===== config.mk =====
export PLATFORM = sky130hd
export DESIGN_NAME = reuse_assist_cache
export DESIGN_NICKNAME = d
export VERILOG_FILES = /design/src/rtl/reuse_assist_cache.sv
export SDC_FILE = /design/constraint.sdc
export NUM_CORES = 1
export LEC_CHECK = 0
export BUFFER_PORTS_ARGS = -buffer_cell sky130_fd_sc_hd__clkbuf_2
export CORE_ASPECT_RATIO = 0.5
export CORE_MARGIN = 2
export CORE_UTILIZATION = 60
export CTS_CLUSTER_SIZE = 10
export DETAILED_ROUTE_END_ITERATION = 8
export PLACE_DENSITY = 0.79
export RECOVER_POWER = 100
export SLEW_MARGIN = 10
export SYNTH_ARGS = -nofsm -noshare
export SYNTH_HDL_FRONTEND = slang
export SYNTH_SLANG_ARGS = --single-unit

===== constraint.sdc =====
create_clock -name clk -period 4.5 [get_ports clk]
set_input_delay 0 -clock clk [delete_from_list [all_inputs] [get_ports clk]]
set_output_delay 0 -clock clk [all_outputs]
set_load 0.01 [all_outputs]

===== src/rtl/reuse_assist_cache.sv =====
module reuse_assist_cache #(
  parameter int AW   = 8,
  parameter int DW   = 32,
  parameter int IW   = 3,
  parameter int ASZ  = 2,
  parameter int CW   = 3,
  parameter int WW   = 8
) (
  input  logic          clk,
  input  logic          rst_n,
  input  logic [CW-1:0] cfg_thresh,
  input  logic [WW-1:0] cfg_window,
  input  logic          req_valid,
  input  logic [AW-1:0] req_addr,
  input  logic          req_we,
  input  logic [DW-1:0] req_wdata,
  output logic          req_ready,
  output logic          req_hit,
  output logic [DW-1:0] req_rdata,
  output logic          mem_req,
  output logic [AW-1:0] mem_req_addr,
  input  logic          mem_rsp_valid,
  input  logic [DW-1:0] mem_rsp_data,
  output logic          mem_wb_valid,
  output logic [AW-1:0] mem_wb_addr,
  output logic [DW-1:0] mem_wb_data
);
  localparam int SETS = 1 << IW;
  localparam int TW   = AW - IW;
  localparam int AIW  = (ASZ > 1) ? $clog2(ASZ) : 1;
  localparam logic [CW-1:0]  CMAX = '1;
  localparam logic [AIW-1:0] AOLD = AIW'(ASZ - 1);

  typedef enum logic [1:0] {S_IDLE, S_FILL, S_PROMO} st_t;
  st_t st;

  logic [SETS-1:0] l1_v, l1_d;
  logic [TW-1:0]   l1_tag  [SETS];
  logic [DW-1:0]   l1_data [SETS];
  logic [CW-1:0]   l1_cnt  [SETS];
  logic [ASZ-1:0]  as_v, as_d;
  logic [AW-1:0]   as_addr [ASZ];
  logic [DW-1:0]   as_data [ASZ];
  logic [AIW-1:0]  as_age  [ASZ];
  logic [AIW-1:0]  age_nx  [ASZ];
  logic [IW-1:0]   pidx;
  logic [WW-1:0]   wcnt;

  wire [IW-1:0] idx = req_addr[IW-1:0];
  wire [TW-1:0] tag = req_addr[AW-1:IW];

  logic [ASZ-1:0] ahit;
  logic [AIW-1:0] aidx, vsel, tk;
  always_comb begin
    aidx = '0;
    vsel = '0;
    for (int i = 0; i < ASZ; i++) begin
      ahit[i] = as_v[i] && as_addr[i] == req_addr;
      if (ahit[i]) aidx = AIW'(i);
      if (as_age[i] == AOLD) vsel = AIW'(i);
    end
    for (int i = ASZ - 1; i >= 0; i--)
      if (!as_v[i]) vsel = AIW'(i);
  end

  wire ahit_any = |ahit;
  wire lhit     = !ahit_any && l1_v[idx] && l1_tag[idx] == tag;
  wire idle_hit = st == S_IDLE && req_valid && (ahit_any || lhit);
  wire miss     = st == S_IDLE && req_valid && !ahit_any && !lhit;

  assign req_ready    = idle_hit || (st == S_FILL && mem_rsp_valid);
  assign req_hit      = idle_hit;
  assign req_rdata    = ahit_any ? as_data[aidx] : (st == S_FILL ? mem_rsp_data : l1_data[idx]);
  assign mem_req      = st == S_FILL;
  assign mem_req_addr = req_addr;

  wire [IW-1:0] rs     = as_addr[vsel][IW-1:0];
  wire          miss_wb  = miss && l1_v[idx] && l1_d[idx];
  wire          promo_wb = st == S_PROMO && as_v[vsel] && rs != pidx && l1_v[rs] && l1_d[rs];
  wire [IW-1:0] wb_set   = (st == S_PROMO) ? rs : idx;
  assign mem_wb_valid = miss_wb || promo_wb;
  assign mem_wb_addr  = {l1_tag[wb_set], wb_set};
  assign mem_wb_data  = l1_data[wb_set];

  wire [CW-1:0] ncnt     = (l1_cnt[idx] == CMAX) ? CMAX : l1_cnt[idx] + 1'b1;
  wire          promo_go = lhit && cfg_thresh != '0 && ncnt >= cfg_thresh;
  wire          acc      = req_valid && req_ready;
  wire [WW-1:0] wcnt_nx  = wcnt + 1'b1;
  wire          win_end  = cfg_window != '0 && wcnt_nx >= cfg_window;
  wire          touch    = (idle_hit && ahit_any) || st == S_PROMO;
  assign tk = (st == S_PROMO) ? vsel : aidx;

  always_comb
    for (int i = 0; i < ASZ; i++)
      age_nx[i] = (AIW'(i) == tk) ? '0 : (as_age[i] < as_age[tk] ? as_age[i] + 1'b1 : as_age[i]);

  always_ff @(posedge clk) begin
    if (!rst_n) begin
      st <= S_IDLE;
      l1_v <= '0;
      l1_d <= '0;
      as_v <= '0;
      as_d <= '0;
      pidx <= '0;
      wcnt <= '0;
      for (int i = 0; i < SETS; i++) l1_cnt[i] <= '0;
      for (int i = 0; i < ASZ; i++) as_age[i] <= AIW'(i);
    end else begin
      case (st)
        S_IDLE: if (req_valid) begin
          if (ahit_any) begin
            if (req_we) begin
              as_data[aidx] <= req_wdata;
              as_d[aidx]    <= 1'b1;
            end
          end else if (lhit) begin
            if (req_we) begin
              l1_data[idx] <= req_wdata;
              l1_d[idx]    <= 1'b1;
            end
            l1_cnt[idx] <= ncnt;
            if (promo_go) begin
              st   <= S_PROMO;
              pidx <= idx;
            end
          end else begin
            st <= S_FILL;
          end
        end
        S_FILL: if (mem_rsp_valid) begin
          l1_v[idx]    <= 1'b1;
          l1_d[idx]    <= req_we;
          l1_tag[idx]  <= tag;
          l1_data[idx] <= req_we ? req_wdata : mem_rsp_data;
          l1_cnt[idx]  <= CW'(1);
          st <= S_IDLE;
        end
        default: begin
          as_v[vsel]    <= 1'b1;
          as_d[vsel]    <= l1_d[pidx];
          as_addr[vsel] <= {l1_tag[pidx], pidx};
          as_data[vsel] <= l1_data[pidx];
          l1_v[pidx]    <= 1'b0;
          if (as_v[vsel]) begin
            l1_v[rs]    <= 1'b1;
            l1_d[rs]    <= as_d[vsel];
            l1_tag[rs]  <= as_addr[vsel][AW-1:IW];
            l1_data[rs] <= as_data[vsel];
            l1_cnt[rs]  <= '0;
          end
          st <= S_IDLE;
        end
      endcase
      if (touch) as_age <= age_nx;
      if (acc) begin
        if (win_end) begin
          wcnt <= '0;
          for (int i = 0; i < SETS; i++) l1_cnt[i] <= '0;
        end else begin
          wcnt <= wcnt_nx;
        end
      end
    end
  end

  p_idle_reset_r1: assert property (@(posedge clk) $fell(rst_n) |=> !req_ready && !mem_req && !mem_wb_valid);
  p_fill_hold_r3: assert property (@(posedge clk) disable iff (!rst_n)
    mem_req && !mem_rsp_valid |=> mem_req);
  p_miss_enters_fill_r3: assert property (@(posedge clk) disable iff (!rst_n)
    miss |=> mem_req);
  p_wb_not_accept_r4: assert property (@(posedge clk) disable iff (!rst_n)
    mem_wb_valid |-> !req_ready);
  p_promo_stall_r6: assert property (@(posedge clk) disable iff (!rst_n)
    st == S_PROMO |-> !req_ready && !mem_req);
  p_promo_once_r6: assert property (@(posedge clk) disable iff (!rst_n)
    st == S_PROMO |=> st == S_IDLE);
  p_one_home_r7: assert property (@(posedge clk) disable iff (!rst_n)
    req_valid && ahit_any |-> !(l1_v[idx] && l1_tag[idx] == tag));
  p_assist_unique_r10: assert property (@(posedge clk) disable iff (!rst_n) $onehot0(ahit));
  p_no_promo_zero_r8: assert property (@(posedge clk) disable iff (!rst_n)
    st == S_IDLE && cfg_thresh == '0 |=> st != S_PROMO);
endmodule


==> impl_metrics.tcl, run 1 <==
set metrics [dict create \
    drt-total-wl_um 73400 \
    yosys.area_share.simple 0.101 \
    num_vias 18700 \
    via_per_inst 7.25 \
    reg2reg_to "as_data[0][0]" \
    grt_pass1_wl_um 111000 \
    fp.dieW_um 293 \
    drv_cap 7 \
    timing.setup.tns_ns 0 \
    violations "capacitance limit, slew limit" \
    syn_inst 1859 \
    synthAdderAreaFrac 0.00650 \
    path_class "reg -> out" \
    syn-num-nets 1960 \
    rsz0062_at_grt "no" \
    critPathMaxFanout 23 \
    peakVddDrop_mv 0.279 \
    grt_max_degree 70 \
    place_area_mm2 0.0264 \
    synth_seq_cells 438 \
    skew_ns 0.0319 \
    drv_slew 197 \
    p_per_area_mw_per_mm2 322 \
    first_iter_violations 2964 \
    numClockSinks 438 \
    worstHoldStart "mem_rsp_data[20]" \
    post-route-min-period_ns 4.03 \
    cts_buffers 49 \
    start_util 0.613 \
    cts_tree "done" \
    tightestPinTransition_ns 1.75 \
    boundaryPins 172 \
    synth_compound_area_frac 0.0800 \
    path_cells "nand2b_1 -> and2_2 -> mux2i_2 -> o21ai_4 -> clkbuf_2 -> mux4_2 -> mux2_1 -> clkbuf_2" \
    cp.required_ns 4.50 \
    fin_area_mm2 0.0281 \
    hold_viol_final 0 \
    synth.area.mux_share 0.260 \
    synth_top_family_by_area "multiplexers" \
    cpPeakStageDelay_ns 0.78 \
    drc 0 \
    die-height_um 148 \
    multi_input_area_mm2 0.0115 \
    synth_edf_count 400 \
    fillers 2670 \
    wl_per_cell_um 28.5 \
    drive_gt1_frac 0.244 \
    hp-class "in -> reg" \
    synth_warnings 0 \
    final-setup-viol-count 0 \
    critPathSlowestCell "clkbuf_2" \
    crit_path_end_kind "output port" \
    nNetsFinal 2118 \
    hpwl_um 43700 \
    outcome "finished, violations left" \
    cp-start-kind "flop" \
    clk_pin_slew_ns 0.06 \
    synth-main-ff-cell "edfxtp_1" \
    hold_path_end "l1_data[1][20]" \
    place.port_buffers 171 \
    cp_common_cell "clkbuf_2" \
    synth.distinct_cells 73 \
    grt_use_total 0.341 \
    arrival_ns 4.03 \
    slew_headroom -0.165 \
    grt_overflow_total 0 \
    ys_seq_area_frac 0.510 \
    worst_skew_pair.late_latency_ns 0.59 \
    synth.cell_area_mm2 0.0250 \
    place.gp.congestion 0.923 \
    synthXorXnorAreaFrac 0.00980 \
    cts_resized 0 \
    grt_pass1_vias 18700 \
    core_area_mm2 0.0408 \
    antenna_found_initial 0 \
    holdPathStages 3 \
    fmax_mhz 248 \
    htree_levels 2 \
    clk_path_buf_depth 3 \
    firstDrtPassIters 6 \
    synth_async_sr_flop_share 0 \
    rr_worst_depth 5 \
    syn_area_per_cell_um2 13.5 \
    r2r-start "st[1]" \
    fp-row-count 52 \
    seq_area_mm2 0.0128 \
    period_share 0.896 \
    cts_root_buf "clkbuf_16" \
    cts_setup_buffers 0 \
    p_leak_nw 9.34 \
    antenna_left 0 \
    diodes 0 \
    ff2ff_setup_slack_ns 0.47 \
    design.die.area_mm2 0.0435 \
    syn_to_final_growth_pct 12.2 \
]
## logic make-up (layout without fill, tap and decap cells)
kind of cell | Yosys count | count (layout)
compound gates | 309 | 309
buf+inv | 183 | 361
fa+ha+maj | 13 | 13
flops | 438 | 438
simple gates | 527 | 527
mux | 361 | 361
xor+xnor | 28 | 28
## routing by layer
layer / part of all wire / GRT usage / wire length [µm]
met1: 0.35 / 0.458 / 25900
met2: 0.47 / 0.554 / 34800
met3: 0.13 / 0.0773 / 9610
met4: 0.041 / 0.132 / 3030
met5: 0 / 0 / 0
## stage by stage
stage / util / instances / setup slack (ns) / hold slack (ns) / total power, mW
6_report: 0.688 / 2577 / 0.467 / 0.0148 / 9.03
5_1_grt: 0.688 / 2577 / 0.299 / 0.0212 / 9.23
4_1_cts: 0.694 / 2577 / 0.817 / 0.00143 / 9.01
3_5_place_dp: 0.647 / 2451 / 0.826 / 0.311 / 5.43
3_3_place_gp: 0.647 / 2451 / 0.905 / 0.303 / 5.41
2_1_floorplan: - / 1859 / 0.389 / 0.0918 / 5.13
## cells in the mapped netlist (7+ instances only)
library cell / number / area [µm²]
edfxtp_1: 400 / 12000
o221ai_1: 9 / 78.8
clkbuf_1: 87 / 327
and2_1: 9 / 56.3
mux2_2: 52 / 586
nor4_2: 8 / 100
nor4_1: 19 / 119
dfxtp_1: 38 / 761
a211oi_1: 42 / 315
a311oi_1: 7 / 61.3
a21oi_1: 91 / 455
nand3_1: 33 / 165
nand2_1: 228 / 856
nor3_1: 22 / 110
a31oi_1: 41 / 257
inv_1: 17 / 63.8
nand2b_1: 8 / 50.1
o211ai_1: 14 / 105
and3_1: 42 / 263
xnor2_1: 25 / 219
mux4_2: 225 / 5070
buf_4: 11 / 82.6
buf_2: 26 / 130
nand3b_1: 9 / 67.6
o21ai_0: 47 / 235
nor2_1: 121 / 454
buf_1: 35 / 131
a221oi_1: 10 / 87.6
mux2i_1: 81 / 811
ha_1: 13 / 163
## critical path, delay by kind of cell, from the launching register on
kind | cells | cell delay [ns]
AOI/OAI and AO/OA | 1 | 0.37
buffers and inverters | 2 | 0.93
DFF | 1 | 0.35
muxes | 3 | 1.19
and+or+nand+nor | 2 | 0.59
## sequential cells by signal, indices dropped and copies added, names as in the netlist, named ones only
signal,cells
l1_cnt,24
as_addr,16
l1_d,8
pidx,3
as_d,2
l1_v,8
l1_data,256
st,2
as_data,64
wcnt,8
as_v,2
l1_tag,40
as_age,2
## power by group
part           internal [mW]  switching, mW
clock network           2.02           1.62
registers               4.47         0.0132
logic                  0.373          0.535
## layout make-up
cell class                      instances  share of cell area
Sequential cell                       438               0.455
Multi-Input combinational cell       1238               0.408
Timing Repair Buffer                  272              0.0614
Clock buffer                           69              0.0471
Tap cell                              540              0.0241
Inverter                               18             0.00241
Clock inverter                          2             0.00129
## cells in the final DEF, fill, tap and decap left out, types with 46 or more instances in the layout
cell           count
a21oi_1           91
clkbuf_1          77
clkbuf_16         50
clkbuf_2         122
dlygate4sd3_1     55
edfxtp_1         400
mux2i_1           82
mux4_2           225
nand2_1          227
nor2_1           116
o21ai_0           46
## how the worst max path moves through the flow
stage / startpoint / endpoint / slack [ns]
final: as_age[0] / mem_wb_data[25] / 0.47
after global routing: as_age[0] / mem_wb_data[25] / 0.30
after global placement: req_addr[0] / flop / 0.91
after floorplan: st[1] / as_data[0][0] / 0.39
after CTS: as_age[0] / mem_wb_data[24] / 0.82
after detailed placement: req_addr[0] / flop / 0.83
## timing repair
| action | CTS | global route |
|---|---|---|
| endpoints found under the setup margin | 0 | 0 |
| hold buffers | 55 | 0 |
| endpoints found under the hold margin | 194 | 0 |
Note: power is estimated with default switching activity, not from simulation.
==> run 2, diff against run 1 <==
- CORE_UTILIZATION: 60 -> 40
- PLACE_DENSITY: 0.79 -> unset
- TNS_END_PERCENT: unset -> 20
==> impl_metrics.tcl, run 2 (synthesized netlist as in run 1, its figures left out) <==
set metrics [dict create \
    outcome "finished, violations left" \
    violations "capacitance limit, slew limit" \
    drt-total-wl_um 73800 \
    grt_overflow_total 0 \
    timing.setup.tns_ns 0 \
    ff2ff_setup_slack_ns 0.46 \
    drc 0 \
    diodes 0 \
    via_per_inst 6.15 \
    skew_ns 0.0211 \
    antenna_found_initial 0 \
    arrival_ns 4.09 \
    met1_usage 0.321 \
    top_register "l1_data" \
    gr-max-usage-layer "met2" \
    drive_gt1_frac 0.252 \
    path_cells "nand2b_1 -> and2_2 -> mux2i_1 -> o21ai_4 -> clkbuf_2 -> mux4_2 -> mux2_1 -> clkbuf_2" \
    core_area_mm2 0.0615 \
    post-route-min-period_ns 4.09 \
    rr_worst_depth 5 \
    rsz0062_at_grt "no" \
    fillers 5462 \
    final_cell_mix "edfxtp_1, nand2_1, mux4_2, clkbuf_2, nor2_1" \
    met3_usage 0.0289 \
    drv_slew 140 \
    start_util 0.407 \
    place_area_mm2 0.0270 \
    cts_root_buf "clkbuf_16" \
    final-setup-viol-count 0 \
    cp_common_cell "clkbuf_2" \
    r2r-start "st[1]" \
    grt_pass1_vias 17300 \
    wl_per_cell_um 25.7 \
    p_per_area_mw_per_mm2 317 \
    place.port_buffers 171 \
    holdWs_ns 0.00264 \
    layout_commonest_cell "edfxtp_1" \
    slew_headroom -0.126 \
    hold_viol_final 0 \
    place.gp.congestion 0.877 \
    seq_power_share 0.494 \
    fin_area_mm2 0.0286 \
    pwr-share-comb 0.101 \
    clk_pin_slew_ns 0.06 \
    cts_tree "done" \
    worstSetupStartpoint "as_age[0]" \
    numClockSinks 438 \
    worst_skew_pair.late_latency_ns 0.59 \
    internal-power_mw 6.89 \
    reg2reg_to "as_data[1][14]" \
    htree_levels 2 \
    fmax_mhz 245 \
    critPathMaxFanout 13 \
    boundaryPins 172 \
    critPathSlowestCell "o21ai_4" \
    grtUsageMet2 0.368 \
    largest_registers "l1_data (256), as_data (64), l1_tag (40)" \
    cp.required_ns 4.50 \
    largest_reg_flops 256 \
    p_clk_frac 0.405 \
    nNetsFinal 2133 \
    dp_cells 2752 \
    finish.utilization 0.465 \
    holdPathStages 3 \
    timing.final.ws_setup_ns 0.412 \
    fp-row-count 64 \
    first_iter_violations 1817 \
    fp.dieW_um 358 \
    cts_buffers 50 \
    fin_cells 2876 \
    hp-class "in -> reg" \
    firstDrtPassIters 6 \
    cp-start-kind "flop" \
    path_class "reg -> out" \
    clk_path_buf_depth 3 \
    grt_max_degree 70 \
    grt_use_total 0.226 \
    design.die.area_mm2 0.0647 \
    p_leak_nw 9.45 \
    switching_power_mw 2.17 \
    drv_cap 3 \
    tightestPinTransition_ns 1.69 \
    antenna_left 0 \
    grt_pass1_wl_um 111000 \
    dp_slack_ns 0.868 \
    num_vias 17700 \
    crit_path_end_kind "output port" \
    syn_to_final_growth_pct 14.2 \
    die-height_um 181 \
    crit_end "mem_wb_data[28]" \
    hpwl_um 48600 \
    sw_frac_of_total 0.240 \
    period_share 0.909 \
    cpPeakStageDelay_ns 0.70 \
    power_mw 9.07 \
    peakVddDrop_mv 0.238 \
]
==> run 2: cell count changes in the layout (fill, tap and decap cells not counted), moves of 3 or more <==
cell and delta:
clkbuf_1 -7, buf_12 +5, nor2_4 +3, buf_4 +8, nor4_1 +3, clkbuf_2 +8, nor2_1 -3
==> run 2: repair_timing <==
item                      CTS  global route
hold endpoints to repair  159             0
hold buffers               53             0
resized for setup           0             0
buffers inserted            0             0
==> run 2: layer usage <==
layer / vias up / share of wire
met4: 0 / 0.028
met3: 128 / 0.081
met1: 8940 / 0.41
met5: - / 0
met2: 872 / 0.48
li1: 7748 / -
==> run 2: worst max-delay path, delay by kind of cell (launching register included) <==
kind | cells | cell delay (ns)
AOI/OAI and AO/OA | 1 | 0.70
buffers and inverters | 2 | 0.60
DFF | 1 | 0.37
muxes | 3 | 1.31
and+or+nand+nor | 2 | 0.52
==> run 2: worst min path at each step <==
stage / startpoint / to
after detailed placement: req_addr[5] / mem_req_addr[5]
after global placement: req_addr[5] / mem_req_addr[5]
after global routing: mem_rsp_data[25] / l1_data[4][25]
after floorplan: req_addr[0] / mem_req_addr[0]
final: mem_rsp_data[7] / l1_data[0][7]
after CTS: mem_rsp_data[7] / l1_data[0][7]
==> run 2: power groups by stage <==
stage                     sequential [mW]  clock [mW]  combinational [mW]
after CTS                            4.48        3.72               0.942
after floorplan                      4.56           0               0.576
after detailed placement             4.56           0               0.904
after global routing                 4.48        3.88               0.987
after global placement               4.56           0               0.902
final                                4.48        3.67               0.914
==> run 2: final cells by class <==
type                            instances  area, µm²  share of cell area
Sequential cell                       438      12800               0.447
Clock buffer                           68       1340              0.0468
Inverter                               18       67.6             0.00236
Timing Repair Buffer                  286       1880              0.0658
Clock inverter                          3       46.3             0.00162
Multi-Input combinational cell       1238      11400               0.400
Tap cell                              825       1030              0.0361
==> run 3, diff against run 2 <==
==> constraint.sdc (replaced) <==
create_clock -name clk -period 4.5 [get_ports clk]
set_input_delay 0 -clock clk [delete_from_list [all_inputs] [get_ports clk]]
set_output_delay 0 -clock clk [all_outputs]
set_load 0.1 [all_outputs]
==> impl_metrics.tcl, run 3 (synthesized netlist as in run 1, its figures left out) <==
set metrics [dict create \
    final-setup-viol-count 0 \
    syn_to_final_growth_pct 14.8 \
    cp-start-kind "flop" \
    holdWs_ns 0.0183 \
    cts_tree "done" \
    violations "capacitance limit, slew limit" \
    fp.dieW_um 358 \
    fin_cells 2883 \
    via_per_inst 6.24 \
    critPathSlowestCell "clkbuf_2" \
    num_vias 18000 \
    start_util 0.407 \
    drv_cap 2 \
    hold_viol_final 0 \
    critPathMaxFanout 19 \
    grt_pass1_vias 17600 \
    cp_common_cell "clkbuf_2" \
    wl_per_cell_um 25.9 \
    grt_overflow_total 0 \
    cts_root_buf "clkbuf_16" \
    drv_slew 98 \
    fmax_mhz 237 \
    top_register "l1_data" \
    antenna_found_initial 1 \
    period_share 0.936 \
    boundaryPins 172 \
    timing.setup.tns_ns 0 \
    first_iter_violations 1739 \
    dp_cells 2747 \
    nNetsFinal 2139 \
    fp-row-count 64 \
    skew_ns 0.0415 \
    final_cell_mix "edfxtp_1, nand2_1, mux4_2, clkbuf_2, nor2_1" \
    grt_max_degree 69 \
    peakVddDrop_mv 0.299 \
    finish.utilization 0.467 \
    clk_pin_slew_ns 0.06 \
    htree_levels 2 \
    cts_buffers 50 \
    firstDrtPassIters 6 \
    layout_commonest_cell "edfxtp_1" \
    hp-class "in -> reg" \
    place.gp.congestion 0.895 \
    slew_headroom -0.350 \
    arrival_ns 4.21 \
    p_leak_nw 9.53 \
    cp.required_ns 4.50 \
    clk_path_buf_depth 3 \
    cpPeakStageDelay_ns 0.61 \
    numClockSinks 438 \
    grt_pass1_wl_um 112000 \
    antenna_left 0 \
    design.die.area_mm2 0.0647 \
    place.port_buffers 171 \
    largest_reg_flops 256 \
    hpwl_um 46500 \
    outcome "finished, violations left" \
    drc 0 \
    grt_use_total 0.230 \
    die-height_um 181 \
    largest_registers "l1_data (256), as_data (64), l1_tag (40)" \
    core_area_mm2 0.0615 \
    rsz0062_at_grt "no" \
    tightestPinTransition_ns 2.03 \
    crit_path_end_kind "output port" \
    path_class "reg -> out" \
    p_per_area_mw_per_mm2 332 \
    drt-total-wl_um 74800 \
    post-route-min-period_ns 4.21 \
    path_cells "buf_4 -> nand2_1 -> o21ai_4 -> clkbuf_2 -> mux4_2 -> mux2_1 -> clkbuf_2" \
    worst_skew_pair.late_latency_ns 0.60 \
    drive_gt1_frac 0.265 \
]
[run 3: cell types whose count changed in the layout (fill, tap and decap cells not counted), sizes merged]
cell,change
buf,-9
clkbuf,+3
clkinvlp,-1
diode,+2
dlygate4sd3,+11
inv,+1
[run 3: area by class of cell]
class / instances / area [µm²]
tap: 825 / 1030
clock inverter: 3 / 58.8
sequential: 438 / 12800
clock buffer: 67 / 1350
antenna: 2 / 5.00
multi-input combinational: 1238 / 11500
inverter: 18 / 67.6
fill: 5408 / 32800
timing repair buffer: 292 / 1940
[run 3: worst max-delay path, delay by kind of cell, from the launching register on]
kind / cells / cell delay (ns)
buffers and inverters: 3 / 1.29
DFF: 1 / 0.57
and+or+nand+nor: 1 / 0.44
muxes: 2 / 0.74
AOI/OAI and AO/OA: 1 / 0.58
[run 3: final timing paths]
check               endpoint             start  cells after the start  slack, ns
min           l1_data[1][30]  mem_rsp_data[30]                      3       0.02
max          mem_wb_data[23]             st[1]                      7       0.29
min reg2reg          wcnt[1]           wcnt[1]                      2       0.49
max reg2reg             flop      l1_cnt[3][0]                     10       0.48
[run 3: stage by stage]
stage	cell area, µm²	worst slack (ns)	total power, mW
floorplan	25000	0.389	5.60
finish	28700	0.289	9.55
global route	28700	0.149	9.84
detailed placement	26900	0.876	5.91
global placement	26900	0.906	5.91
CTS	28900	0.474	9.63
[run 3: what timing repair did]
item,4_1_cts,5_1_grt
hold buffers,64,0
setup buffers,0,0
setup endpoints to repair,0,0
endpoints found under the hold margin,258,0
gates resized for setup,0,0
[run 3: routing by layer]
metal  global-route usage  wire length (µm)
met1                0.309             29200
met2                0.382             36900
met3               0.0345              6090
met4               0.0762              2590
met5                    0                 0
[run 3: where the power goes]
group	switching, mW	internal (mW)	total [mW]
logic	0.991	0.385	1.38
registers	0.0141	4.47	4.48
clock network	1.62	2.07	3.69
